$ cat config.mk
export PLATFORM = sky130hd
export DESIGN_NAME = bitmask_imm_expand
export DESIGN_NICKNAME = d
export VERILOG_FILES = /design/src/rtl/bmx_pkg.sv /design/src/rtl/bmx_size_sel.sv /design/src/rtl/bmx_elem.sv /design/src/rtl/bmx_lvl_mux.sv /design/src/rtl/bitmask_imm_expand.sv
export SDC_FILE = /design/constraint.sdc
export NUM_CORES = 1
export LEC_CHECK = 0
export BUFFER_PORTS_ARGS = -buffer_cell sky130_fd_sc_hd__buf_2
export CORE_AREA = 2 2 143 145
export DETAILED_ROUTE_END_ITERATION = 10
export DIE_AREA = 0 0 145 147
export GPL_TIMING_DRIVEN = 0
export PLACE_DENSITY = 0.55
export REMOVE_ABC_BUFFERS = 1
export SLEW_MARGIN = 10
export SYNTH_ARGS = -nofsm -noshare
export SYNTH_HDL_FRONTEND = slang
export SYNTH_SLANG_ARGS = --single-unit
export TNS_END_PERCENT = 100
$ cat constraint.sdc
create_clock -name vclk -period 17.4
set_input_delay 5.22 -clock vclk [all_inputs]
set_output_delay 5.22 -clock vclk [all_outputs]
set_load 0.005 [all_outputs]
$ cat src/rtl/bmx_pkg.sv
package bmx_pkg;
  localparam int unsigned CODE_W   = 6;
  localparam int unsigned WIDE_W   = 1 << CODE_W;
  localparam int unsigned NARROW_W = WIDE_W / 2;
  localparam int unsigned LVL_W    = $clog2(CODE_W + 1);
endpackage

$ cat src/rtl/bmx_size_sel.sv
// Finds the element-size level: the highest set bit of {elem_wide, ~len_code}.
module bmx_size_sel #(
  parameter int unsigned CODE_W = 6,
  parameter int unsigned LVL_W  = 3
) (
  input  logic              elem_wide,
  input  logic [CODE_W-1:0] len_code,
  output logic [LVL_W-1:0]  lvl,
  output logic              size_found
);
  logic [CODE_W:0] probe;

  function automatic logic [LVL_W-1:0] top_one(input logic [CODE_W:0] v);
    logic [LVL_W-1:0] r;
    r = '0;
    for (int i = 0; i <= CODE_W; i++) begin
      if (v[i]) r = LVL_W'(i);
    end
    return r;
  endfunction

  assign probe      = {elem_wide, ~len_code};
  assign lvl        = top_one(probe);
  // level 0 would be a 1-bit element: not a legal size
  assign size_found = |probe[CODE_W:1];
endmodule

$ cat src/rtl/bmx_elem.sv
// One element width 2**K: run of ones, right rotation, replication.
module bmx_elem #(
  parameter int unsigned K     = 1,
  parameter int unsigned OUT_W = 64
) (
  input  logic [K-1:0]     len_f,
  input  logic [K-1:0]     rot_f,
  output logic [OUT_W-1:0] rep,
  output logic             run_full
);
  localparam int unsigned EW = 1 << K;

  logic [EW-1:0] base;
  logic [EW-1:0] turned;

  function automatic logic [EW-1:0] make_run(input logic [K-1:0] f);
    logic [EW-1:0] r;
    for (int i = 0; i < EW; i++) r[i] = (i <= int'(f));
    return r;
  endfunction

  function automatic logic [EW-1:0] rot_right(input logic [EW-1:0] v,
                                              input logic [K-1:0] amt);
    logic [EW-1:0] r;
    logic [K-1:0]  src;
    for (int i = 0; i < EW; i++) begin
      src  = K'(i) + amt;
      r[i] = v[src];
    end
    return r;
  endfunction

  assign run_full = &len_f;
  assign base     = make_run(len_f);
  assign turned   = rot_right(base, rot_f);

  for (genvar j = 0; j < OUT_W; j++) begin : g_rep
    assign rep[j] = turned[j % EW];
  end
endmodule

$ cat src/rtl/bmx_lvl_mux.sv
// Picks the replicated pattern and the full-run flag of the chosen level.
module bmx_lvl_mux #(
  parameter int unsigned CODE_W = 6,
  parameter int unsigned WIDE_W = 64,
  parameter int unsigned LVL_W  = 3
) (
  input  logic [LVL_W-1:0]         lvl,
  input  logic [CODE_W*WIDE_W-1:0] rep_flat,
  input  logic [CODE_W-1:0]        full_vec,
  output logic [WIDE_W-1:0]        rep_sel,
  output logic                     full_sel
);
  always_comb begin
    rep_sel  = '0;
    full_sel = 1'b0;
    for (int k = 1; k <= int'(CODE_W); k++) begin
      if (int'(lvl) == k) begin
        rep_sel  = rep_flat[(k-1)*WIDE_W +: WIDE_W];
        full_sel = full_vec[k-1];
      end
    end
  end
endmodule

$ cat src/rtl/bitmask_imm_expand.sv
module bitmask_imm_expand
  import bmx_pkg::*;
#(
  parameter int unsigned P_CODE_W   = CODE_W,
  parameter int unsigned P_WIDE_W   = WIDE_W,
  parameter int unsigned P_NARROW_W = NARROW_W
) (
  input  logic                  is_64b,
  input  logic                  elem_wide,
  input  logic [P_CODE_W-1:0]   len_code,
  input  logic [P_CODE_W-1:0]   rot_code,
  output logic [P_WIDE_W-1:0]   mask,
  output logic                  invalid
);
  localparam int unsigned P_LVL_W = $clog2(P_CODE_W + 1);

  // named internal events, observed by the checker
  logic [P_LVL_W-1:0]          lvl;
  logic                        size_found;
  logic                        run_full_sel;
  logic                        narrow_bad;
  logic [P_WIDE_W-1:0]         rep_sel;
  logic [P_WIDE_W-1:0]         width_keep;
  logic [P_CODE_W*P_WIDE_W-1:0] rep_flat;
  logic [P_CODE_W-1:0]         full_vec;

  bmx_size_sel #(.CODE_W(P_CODE_W), .LVL_W(P_LVL_W)) u_size (
    .elem_wide (elem_wide),
    .len_code  (len_code),
    .lvl       (lvl),
    .size_found(size_found)
  );

  for (genvar gk = 1; gk <= P_CODE_W; gk++) begin : g_lvl
    bmx_elem #(.K(gk), .OUT_W(P_WIDE_W)) u_elem (
      .len_f   (len_code[gk-1:0]),
      .rot_f   (rot_code[gk-1:0]),
      .rep     (rep_flat[(gk-1)*P_WIDE_W +: P_WIDE_W]),
      .run_full(full_vec[gk-1])
    );
  end

  bmx_lvl_mux #(.CODE_W(P_CODE_W), .WIDE_W(P_WIDE_W), .LVL_W(P_LVL_W)) u_mux (
    .lvl     (lvl),
    .rep_flat(rep_flat),
    .full_vec(full_vec),
    .rep_sel (rep_sel),
    .full_sel(run_full_sel)
  );

  assign narrow_bad = !is_64b && elem_wide;
  assign width_keep = is_64b ? '1
                    : {{(P_WIDE_W-P_NARROW_W){1'b0}}, {P_NARROW_W{1'b1}}};
  assign invalid    = !size_found || narrow_bad || run_full_sel;
  assign mask       = invalid ? '0 : (rep_sel & width_keep);
endmodule

After elaboration in Yosys (flattened, before gate mapping)
Cells that the tools add are included.

$add $sub $neg: 120. $lt $le $gt $ge: 246. Eq/ne operators: 6. Muxes and demuxes: 272. Bitwise logic cells: 2. Reduce and logical (&&, ||, !) cells: 11.

Operators with widths (count): $mux 64 (8); $lt 6x7->1 const B (64); $bmux 1 s6 (64); $add 6x6->6 const A (32); $le 6x6->1 const A (32); $lt 5x6->1 const B (32); $bmux 1 s5 (32); $mux 1 (135); $add 5x6->6 const A (16); $le 5x6->1 const A (16); $add 5x5->5 const A (16); $le 5x5->1 const A (16); $lt 4x5->1 const B (16); $and 64x64->64 (1); $bmux 1 s4 (16); $add 4x6->6 const A (8); $le 4x6->1 const A (8); $add 4x5->5 const A (8); $le 4x5->1 const A (8); $add 4x4->4 const A (8); $le 4x4->1 const A (8); $lt 3x4->1 const B (8); $add 3x6->6 const A (4); $bmux 1 s3 (8); other kinds (46) (93).

Register bits after elaboration: 0. Bits of input ports: 14. Output and inout bits: 65. Logic and storage cells: 657.

Depth between registers and ports, before layout
Gate-level depths: netlist of run 1.

Depth in word-level cells: 16. Mapped depth: 13. Mapped depth without buffers: 9.

Modules after synthesis
From an unflattened synthesis of run 1, not the netlist that was laid out.

Cells, all modules: 2068. Area, all modules: 15591.2 µm².

By module, submodules not included: bmx_elem (g_lvl[6].u_elem) (instances 1, cells an instance 898, area an instance 5977.0 µm², seq. area each 0.0 µm²); bmx_lvl_mux (instances 1, cells an instance 390, area an instance 3927.5 µm², seq. area each 0.0 µm²); bmx_elem (g_lvl[5].u_elem) (instances 1, cells an instance 312, area an instance 2145.8 µm², seq. area each 0.0 µm²); bmx_elem (g_lvl[4].u_elem) (instances 1, cells an instance 143, area an instance 1027.2 µm², seq. area each 0.0 µm²); bitmask_imm_expand (instances 1, cells an instance 79, area an instance 724.4 µm², seq. area each 0.0 µm²); bmx_elem (g_lvl[3].u_elem) (instances 1, cells an instance 98, area an instance 724.4 µm², seq. area each 0.0 µm²); bmx_elem (g_lvl[2].u_elem) (instances 1, cells an instance 75, area an instance 528.0 µm², seq. area each 0.0 µm²); bmx_elem (g_lvl[1].u_elem) (instances 1, cells an instance 65, area an instance 485.5 µm², seq. area each 0.0 µm²); bmx_size_sel (instances 1, cells an instance 8, area an instance 51.3 µm², seq. area each 0.0 µm²).

Worst setup path before layout of run 1
OpenSTA, ideal clock, no wires.

Kind: input-to-output. Start point: input port rot_code[1]. End point: output port mask[19]. Data arrival time: 8024 ps. Data required time: 12180 ps. Slack: 4156 ps. Cell stages on the path: 12. Path buffers: 4. Cells stage by stage: buf_2 -> buf_2 -> clkinv_1 -> ha_1 -> buf_2 -> buf_2 -> or4_1 -> a31oi_1 -> nor2_1 -> a211oi_2 -> nor3_1 -> a2111oi_0.

Longest elaborated chain between the ends: 10. Elaborated cells on any way between the ends: 22. Those cells by class: add/sub (5); mux (16); bitwise (1).

RTL lines: start: declaration (line bitmask_imm_expand.sv:11) `input logic [P_CODE_W-1:0] rot_code,`; parallel branches: the longest is 7 deep, another holds $add 5x6->6; $mux 64 (*) (line bmx_lvl_mux.sv:17) `if (int'(lvl) == k) begin`; $and 64x64->64 (*) (line bitmask_imm_expand.sv:55) `assign mask = invalid ? '0 : (rep_sel & width_keep);`; $mux 64 (*) (line bitmask_imm_expand.sv:55); end: declaration (line bitmask_imm_expand.sv:12) `output logic [P_WIDE_W-1:0] mask,`.

Mark *: on every way between the ends. The select of a mux whose other input is x is not followed.

Worst setup path after layout of run 1
Ends and elaborated chain as after synthesis.

==> results of run 1 <==
power by group:
group | leakage [uW] | switching, uW | internal, uW | total, uW
clock | 0 | 0 | 0 | 0
sequential | 0 | 0 | 0 | 0
combinational | 0.00268 | 213 | 126 | 338
total | 0.00268 | 213 | 126 | 338
cell families after synthesis:
kind of cell	count (synthesis)	synth area share, %
AO/OA/AOI/OAI	474	45.0
XOR/XNOR	79	8.90
adder cells (fa/ha/maj)	49	6.90
buffers and inverters	138	8.32
multiplexers	31	5.70
AND/OR/NAND/NOR	402	25.2
cells in the final DEF (no fill, tap or decap), types with 29 or more instances in the layout:
master and count:
a211oi_1 56, a21oi_1 63, a31oi_1 38, buf_2 76, maj3_1 29, nand2_1 115, nor2_1 83, nor3_1 47
o211ai_1 38, o21ai_0 62, xnor2_1 72
through the flow:
stage / power (uW) / setup WS, ns / area, sq um
final: 338 / 2.47 / 8030
after global routing: 367 / 2.28 / 8030
after CTS: 332 / 2.61 / 8030
after detailed placement: 330 / 2.63 / 8030
after global placement: 326 / 1.42 / 7960
after floorplan: 221 / 4.24 / 7220
final cells by class:
| cell class | count | area [sq um] |
|---|---|---|
| fill | 2129 | 11800 |
| inverter | 25 | 93.8 |
| multi-input combinational | 1035 | 7150 |
| tap | 270 | 338 |
| timing repair buffer | 82 | 449 |
synth_stat cells (7+ instances only):
library cell / number / area share, %
o31ai_1: 20 / 1.9
ha_1: 17 / 2.7
o22ai_1: 15 / 1.2
nand4_1: 16 / 1.3
o211ai_1: 38 / 3.7
nand2b_1: 17 / 1.4
xnor2_1: 72 / 8.1
nor4_1: 15 / 1.2
buf_4: 13 / 1.3
or3_1: 10 / 0.80
o32ai_1: 14 / 1.6
nor2b_1: 11 / 0.89
a21o_1: 10 / 0.97
and3_1: 12 / 0.97
a2111oi_0: 12 / 1.4
o221ai_1: 14 / 1.6
o21ai_0: 62 / 4.0
inv_1: 19 / 0.92
mux2i_1: 15 / 1.9
mux4_2: 10 / 2.9
xor2_1: 7 / 0.79
nor3_1: 47 / 3.0
a211oi_1: 56 / 5.4
clkbuf_1: 46 / 2.2
buf_1: 10 / 0.48
buf_2: 39 / 2.5
and2_1: 11 / 0.89
or2_2: 18 / 1.4
nand3_1: 27 / 1.7
o21bai_1: 7 / 0.68
o221a_2: 9 / 1.3
nor2_1: 83 / 4.0
a31oi_1: 38 / 3.1
maj3_1: 29 / 3.7
o21a_1: 8 / 0.77
a311oi_1: 23 / 2.6
nand2_1: 115 / 5.6
a21oi_1: 64 / 4.1
o311a_1: 8 / 1.0
routing by layer:
layer  vias to the layer above  global-route usage (%)  part of all wire [%]
li1                       4550                       -                     -
met4                         0                    9.16                   3.5
met2                       481                    46.7                    45
met5                         -                       0                     0
met3                        72                    1.86                   7.9
met1                      4621                    40.8                    43
path summary, 6_finish.rpt:
check	slack, ns	to	cells past startpoint
worst max-delay path	2.47	mask[19]	11
worst min-delay path	11.12	mask[34]	6
==> results.md, run 1 <==
- Critical path launch point: rot_code[1]
- CTS Hold Bufs: 0
- Hold Path Origin: is_64b
- Core outline area: 0.0198 sq mm
- Post-cts sizing count: 0
- Synthesized instance count: 1173
- DIE HEIGHT: roughly 150 um
- Number of global-route vias before repair: about 8700
- Most numerous cell on the critical path: buf_2
- Aggregate global-route resource usage: 28.8%
- Count of flip-flops and latches: 0
- Crit Path Category: input pin to output pin
- Number of setup violations in the final report: 0
- NumNets Final: ~1200
- Setup repair bufs after CTS: 0
- Remaining design rule violation count: 0
- Ys Warns: 0
- Maximum VDD drop: 0.0154 mV
- Number of max-cap violations: 0
- Wire length per cell: approximately 23 um
- Total count of max-transition violations in the final report: 0
- Pre-antenna DRT Iters: 6
- Vias per cell: between 6 and 7
- Final wirelength: approximately 33 mm
- I/O Buffers: just under 80
- Floorplan die area: ~0.021 sq mm
- Critical path's largest stage delay: roughly 1.1 ns
- Distinct cell type count of the synthesized netlist: 88
- Lkg Pwr: approximately 0.0027 uW
- PD cells: ~42 mW/mm^2
- Worst hold margin: 11.12 ns
- Setup repair after global routing missed its margin: false
- Ordered list of cells on the worst path: buf_2 > clkinv_1 > ha_1 > inv_1 > a21oi_1 > nor2_1 > o311ai_4 > o21ai_0 > o21bai_1 > a2111oi_0 > buf_2
- Crit path DAT: a little under 10 ns
- I/O pin total: 79
- Cell family with most CP delay: buffers and inverters
- Routability-driven placement congestion ratio: slightly above 0.9
- Antenna fix cells: 0
- Placed instance count: 1412
- Post-Syn Area per Cell: roughly 6.6 sq um
- Share of the clock period used by the worst path after layout: 85.8%
- Via total after detailed routing: around 10000
- Worst slew margin relative to its limit: about a fifth
- Status: finished, final reports clean
- Layout clock buffers: 0
- Final setup TNS: 0 ns
- Post-synthesis sequential area ratio: 0%
- Highest-delay cell along the critical path: ha_1
- Initial core utilization: approximately two fifths
- Post-synthesis to final-layout area growth: 3.32%
- Kind of start point of the critical path: input pin
- Starting DRC count in detailed routing: approximately 1300
- Estimated wirelength of the detail-placed design: ~22 mm
- Fmax achieved: roughly 0.067 GHz
- Number of rows in the core area: 52
- First-pass GRT wire length: about 50 mm
- Hold Crit Class: input pin to output pin
- Remaining global-route overflow: 0
- Kind of end point of the critical path: output pin
- Buffering stage count on the worst path with inverters included: 4
- Required time of the critical path: between 10 and 15 ns
- Layout cell share with drive strength beyond 1: a little over an eighth
- Time the worst path needs with I/O delays and setup: about 15 ns
- Initial antenna violation count: 0
- Register Area: 0 sq um
- Final core utilization: approximately two fifths
- Top fanout value on the critical path: 39
- Endpoints failing hold: 0
- Synthesized area: a little under 0.008 sq mm
- Antenna Nets Post-Route: 0
- Maximum number of pins on one net before global-route repair: 66
- Actual slew at the worst max-slew pin: roughly 1.2 ns
- Die width: between 100 and 150 um
- Final cell count without fillers: ~1400
Power figures use the tool's default switching activity.
==> inputs of run 2 (changes only) <==
Settings changed: CORE_AREA 2 2 143 145 to 2 2 201 203, DIE_AREA 0 0 145 147 to 0 0 203 205, PLACE_DENSITY 0.55 to 0.54, SYNTH_HIERARCHICAL set to 1.
==> run 2 against run 1 <==
  * Sequential cell count stayed put
  * Synthesized area is 100% higher
  * Largest cell class unchanged
  * Core utilization is 4.4 points lower
  * Largest power group unchanged
  * Final area is 77% higher
==> results.md, run 2 <==
- Crit path DAT: 10.30 ns (+0.59 ns)
- Number of max-cap violations: 0 (unchanged)
- Count of flip-flops and latches: 0 (unchanged)
- Power consumption: 613 uW (+81%)
- Vias per cell: 6.25 (-9.2%)
- Placed instance count: 2273 (+61%)
- Number of global-route vias before repair: 12949 (+50%)
- Lkg Pwr: 0.00554 uW (+110%)
- Antenna fix cells: 0 (unchanged)
- Aggregate global-route resource usage: 21.8% (-7.0 points)
- Remaining global-route overflow: 0 (unchanged)
- Setup repair after global routing missed its margin: false
- Initial antenna violation count: 0 (unchanged)
- I/O pin total: 79 (unchanged)
- Maximum number of pins on one net before global-route repair: 79 (+20%)
- DIE HEIGHT: 205 um (+39%)
- Required time of the critical path: 12.18 ns (about the same)
- Number of setup violations in the final report: 0 (unchanged)
- Final wirelength: 47.6 mm (+45%)
- Synthesized instance count: 2068 (+76%)
- Initial core utilization: 39.6% (+0.42 points)
- Commonest cells after routing, fill and taps aside: a21oi_1 (189), nand2_1 (136), mux2i_1 (127)
- Remaining design rule violation count: 0 (unchanged)
- Setup repair bufs after CTS: 0 (unchanged)
- Register Area: 0 sq um (unchanged)
- PD cells: 43.1 mW/mm^2 (+2.3%)
- Number of rows in the core area: 73 (+40%)
- Core outline area: 0.0394 sq mm (+98%)
- Worst slew margin relative to its limit: 18.0% (-1.6 points)
- Actual slew at the worst max-slew pin: 1.23 ns (+0.0273 ns)
- Ys Warns: 6 (+6)
- Starting DRC count in detailed routing: 1276 (-1.5%)
- Estimated wirelength of the detail-placed design: 34.8 mm (+57%)
- Pre-antenna DRT Iters: 6 (unchanged)
- Leading cell type in the layout, fill and taps excluded: a21oi_1
- Kind of end point of the critical path: output pin
- Portion of synthesized cell area occupied by the leading cell type: 13.0% (+4.9 points)
- Biggest area consumer among synthesized cells: buf_4
- Final core utilization: 36.1% (-4.4 points)
- Worst hold margin: 11.00 ns (-0.126 ns)
- First-pass GRT wire length: 73.9 mm (+48%)
- Kind of start point of the critical path: input pin
- Distinct cell type count of the synthesized netlist: 102 (+16%)
- Cell Area, Placed: 0.0142 sq mm (+77%)
- Post-Syn Area per Cell: 7.54 sq um (+14%)
- Top post-synthesis cells by count: buf_4 (271), a21oi_1 (189), nand2_1 (136)
- Hold Crit Class: input pin to output pin
- Floorplan die area: 0.0416 sq mm (+95%)
- Endpoints failing hold: 0 (unchanged)
- Layout clock buffers: 0 (unchanged)
- Maximum VDD drop: 0.0170 mV (+10%)
- Share of the clock period used by the worst path after layout: 89.2% (+3.4 points)
- Final cell count without fillers: 2273 (+61%)
- Post-cts sizing count: 0 (unchanged)
- Top fanout value on the critical path: 60 (+54%)
- Wire length per cell: 20.9 um (-9.9%)
- Layout cell share with drive strength beyond 1: 20.9% (+7.7 points)
- Die width: 203 um (+40%)
- Post-synthesis sequential area ratio: 0% (unchanged)
- Via total after detailed routing: 14211 (+46%)
- Top area cells in the synthesized netlist: buf_4 (13%), mux2i_1 (8.2%), a221oi_2 (6.2%), a21oi_1 (6.1%), xnor2_1 (4.7%)
- Cell with the most instances after synthesis: buf_4
- Crit Path Category: input pin to output pin
- Status: finished, final reports clean
- Time the worst path needs with I/O delays and setup: 15.52 ns (+0.585 ns)
- Total count of max-transition violations in the final report: 0 (unchanged)
- NumNets Final: 1801 (+53%)
- Antenna Nets Post-Route: 0 (unchanged)
- I/O Buffers: 79 (unchanged)
- Synthesized area: 0.0156 sq mm (+100%)
- Post-synthesis to final-layout area growth: -8.83%
- Routability-driven placement congestion ratio: 0.915 (-1.7%)
- Finished Cell Area: 0.0142 sq mm (+77%)
- Fmax achieved: 0.0644 GHz (-3.8%)
- CTS Hold Bufs: 0 (unchanged)
run 2: changes by cell type after synthesis, moves of 34 or more:
cell	previous run	this run
a21oi_1	64	189
buf_4	13	271
a2bb2oi_1	3	72
a221oi_2	0	64
mux2i_1	15	127
and2_1	11	48
mux2_4	0	34
run 2: area by class of cell:
class | instances | area, sq um
Inverter | 46 | 175
Tap cell | 525 | 657
Timing Repair Buffer | 110 | 922
Fill cell | 4122 | 25200
Multi-Input combinational cell | 1592 | 12500
run 2: path summary, 6_finish.rpt:
path	start	end	slack [ns]	cells past startpoint
max	rot_code[2]	mask[6]	1.88	15
min	is_64b	mask[29]	11.00	4
run 2: layer usage:
metal | vias up | part of all wire, % | global-route usage (%)
met2 | 505 | 47 | 37.1
li1 | 6782 | - | -
met4 | 0 | 0.99 | 2.55
met3 | 30 | 5.7 | 1.13
met1 | 6894 | 46 | 31.1
met5 | - | 0 | 0
run 2: cells by family after synthesis:
group	synth area share, %
AND/OR/NAND/NOR	17.1
buffers and inverters	20.5
adder cells (fa/ha/maj)	5.75
AO/OA/AOI/OAI	32.9
multiplexers	17.2
XOR/XNOR	6.56
run 2: worst max-delay path, stage by stage:
cell and delay [ns]:
buf_4 0.59, inv_1 0.55, ha_1 0.95, clkinv_1 0.68, a211oi_1 0.44, or3_1 0.19, o21ai_1 0.11, o21ai_0 0.37
a21oi_1 0.12, a2bb2oi_1 0.23, mux2i_1 0.11, a2bb2oi_1 0.14, a21oi_1 0.23, nor3b_2 0.18, buf_2 0.12
run 2: power by group:
| group | total (uW) | leakage [uW] | switching [uW] | internal (uW) |
|---|---|---|---|---|
| Combinational | 613 | 0.00554 | 354 | 258 |
| Clock | 0 | 0 | 0 | 0 |
| Sequential | 0 | 0 | 0 | 0 |
run 2: stage by stage:
stage / setup TNS (ns) / setup slack [ns]
CTS: 0 / 1.42
detailed placement: 0 / 1.44
global placement: -1339.65 / -21.26
global route: 0 / 1.42
finish: 0 / 1.88
floorplan: -764.61 / -12.28
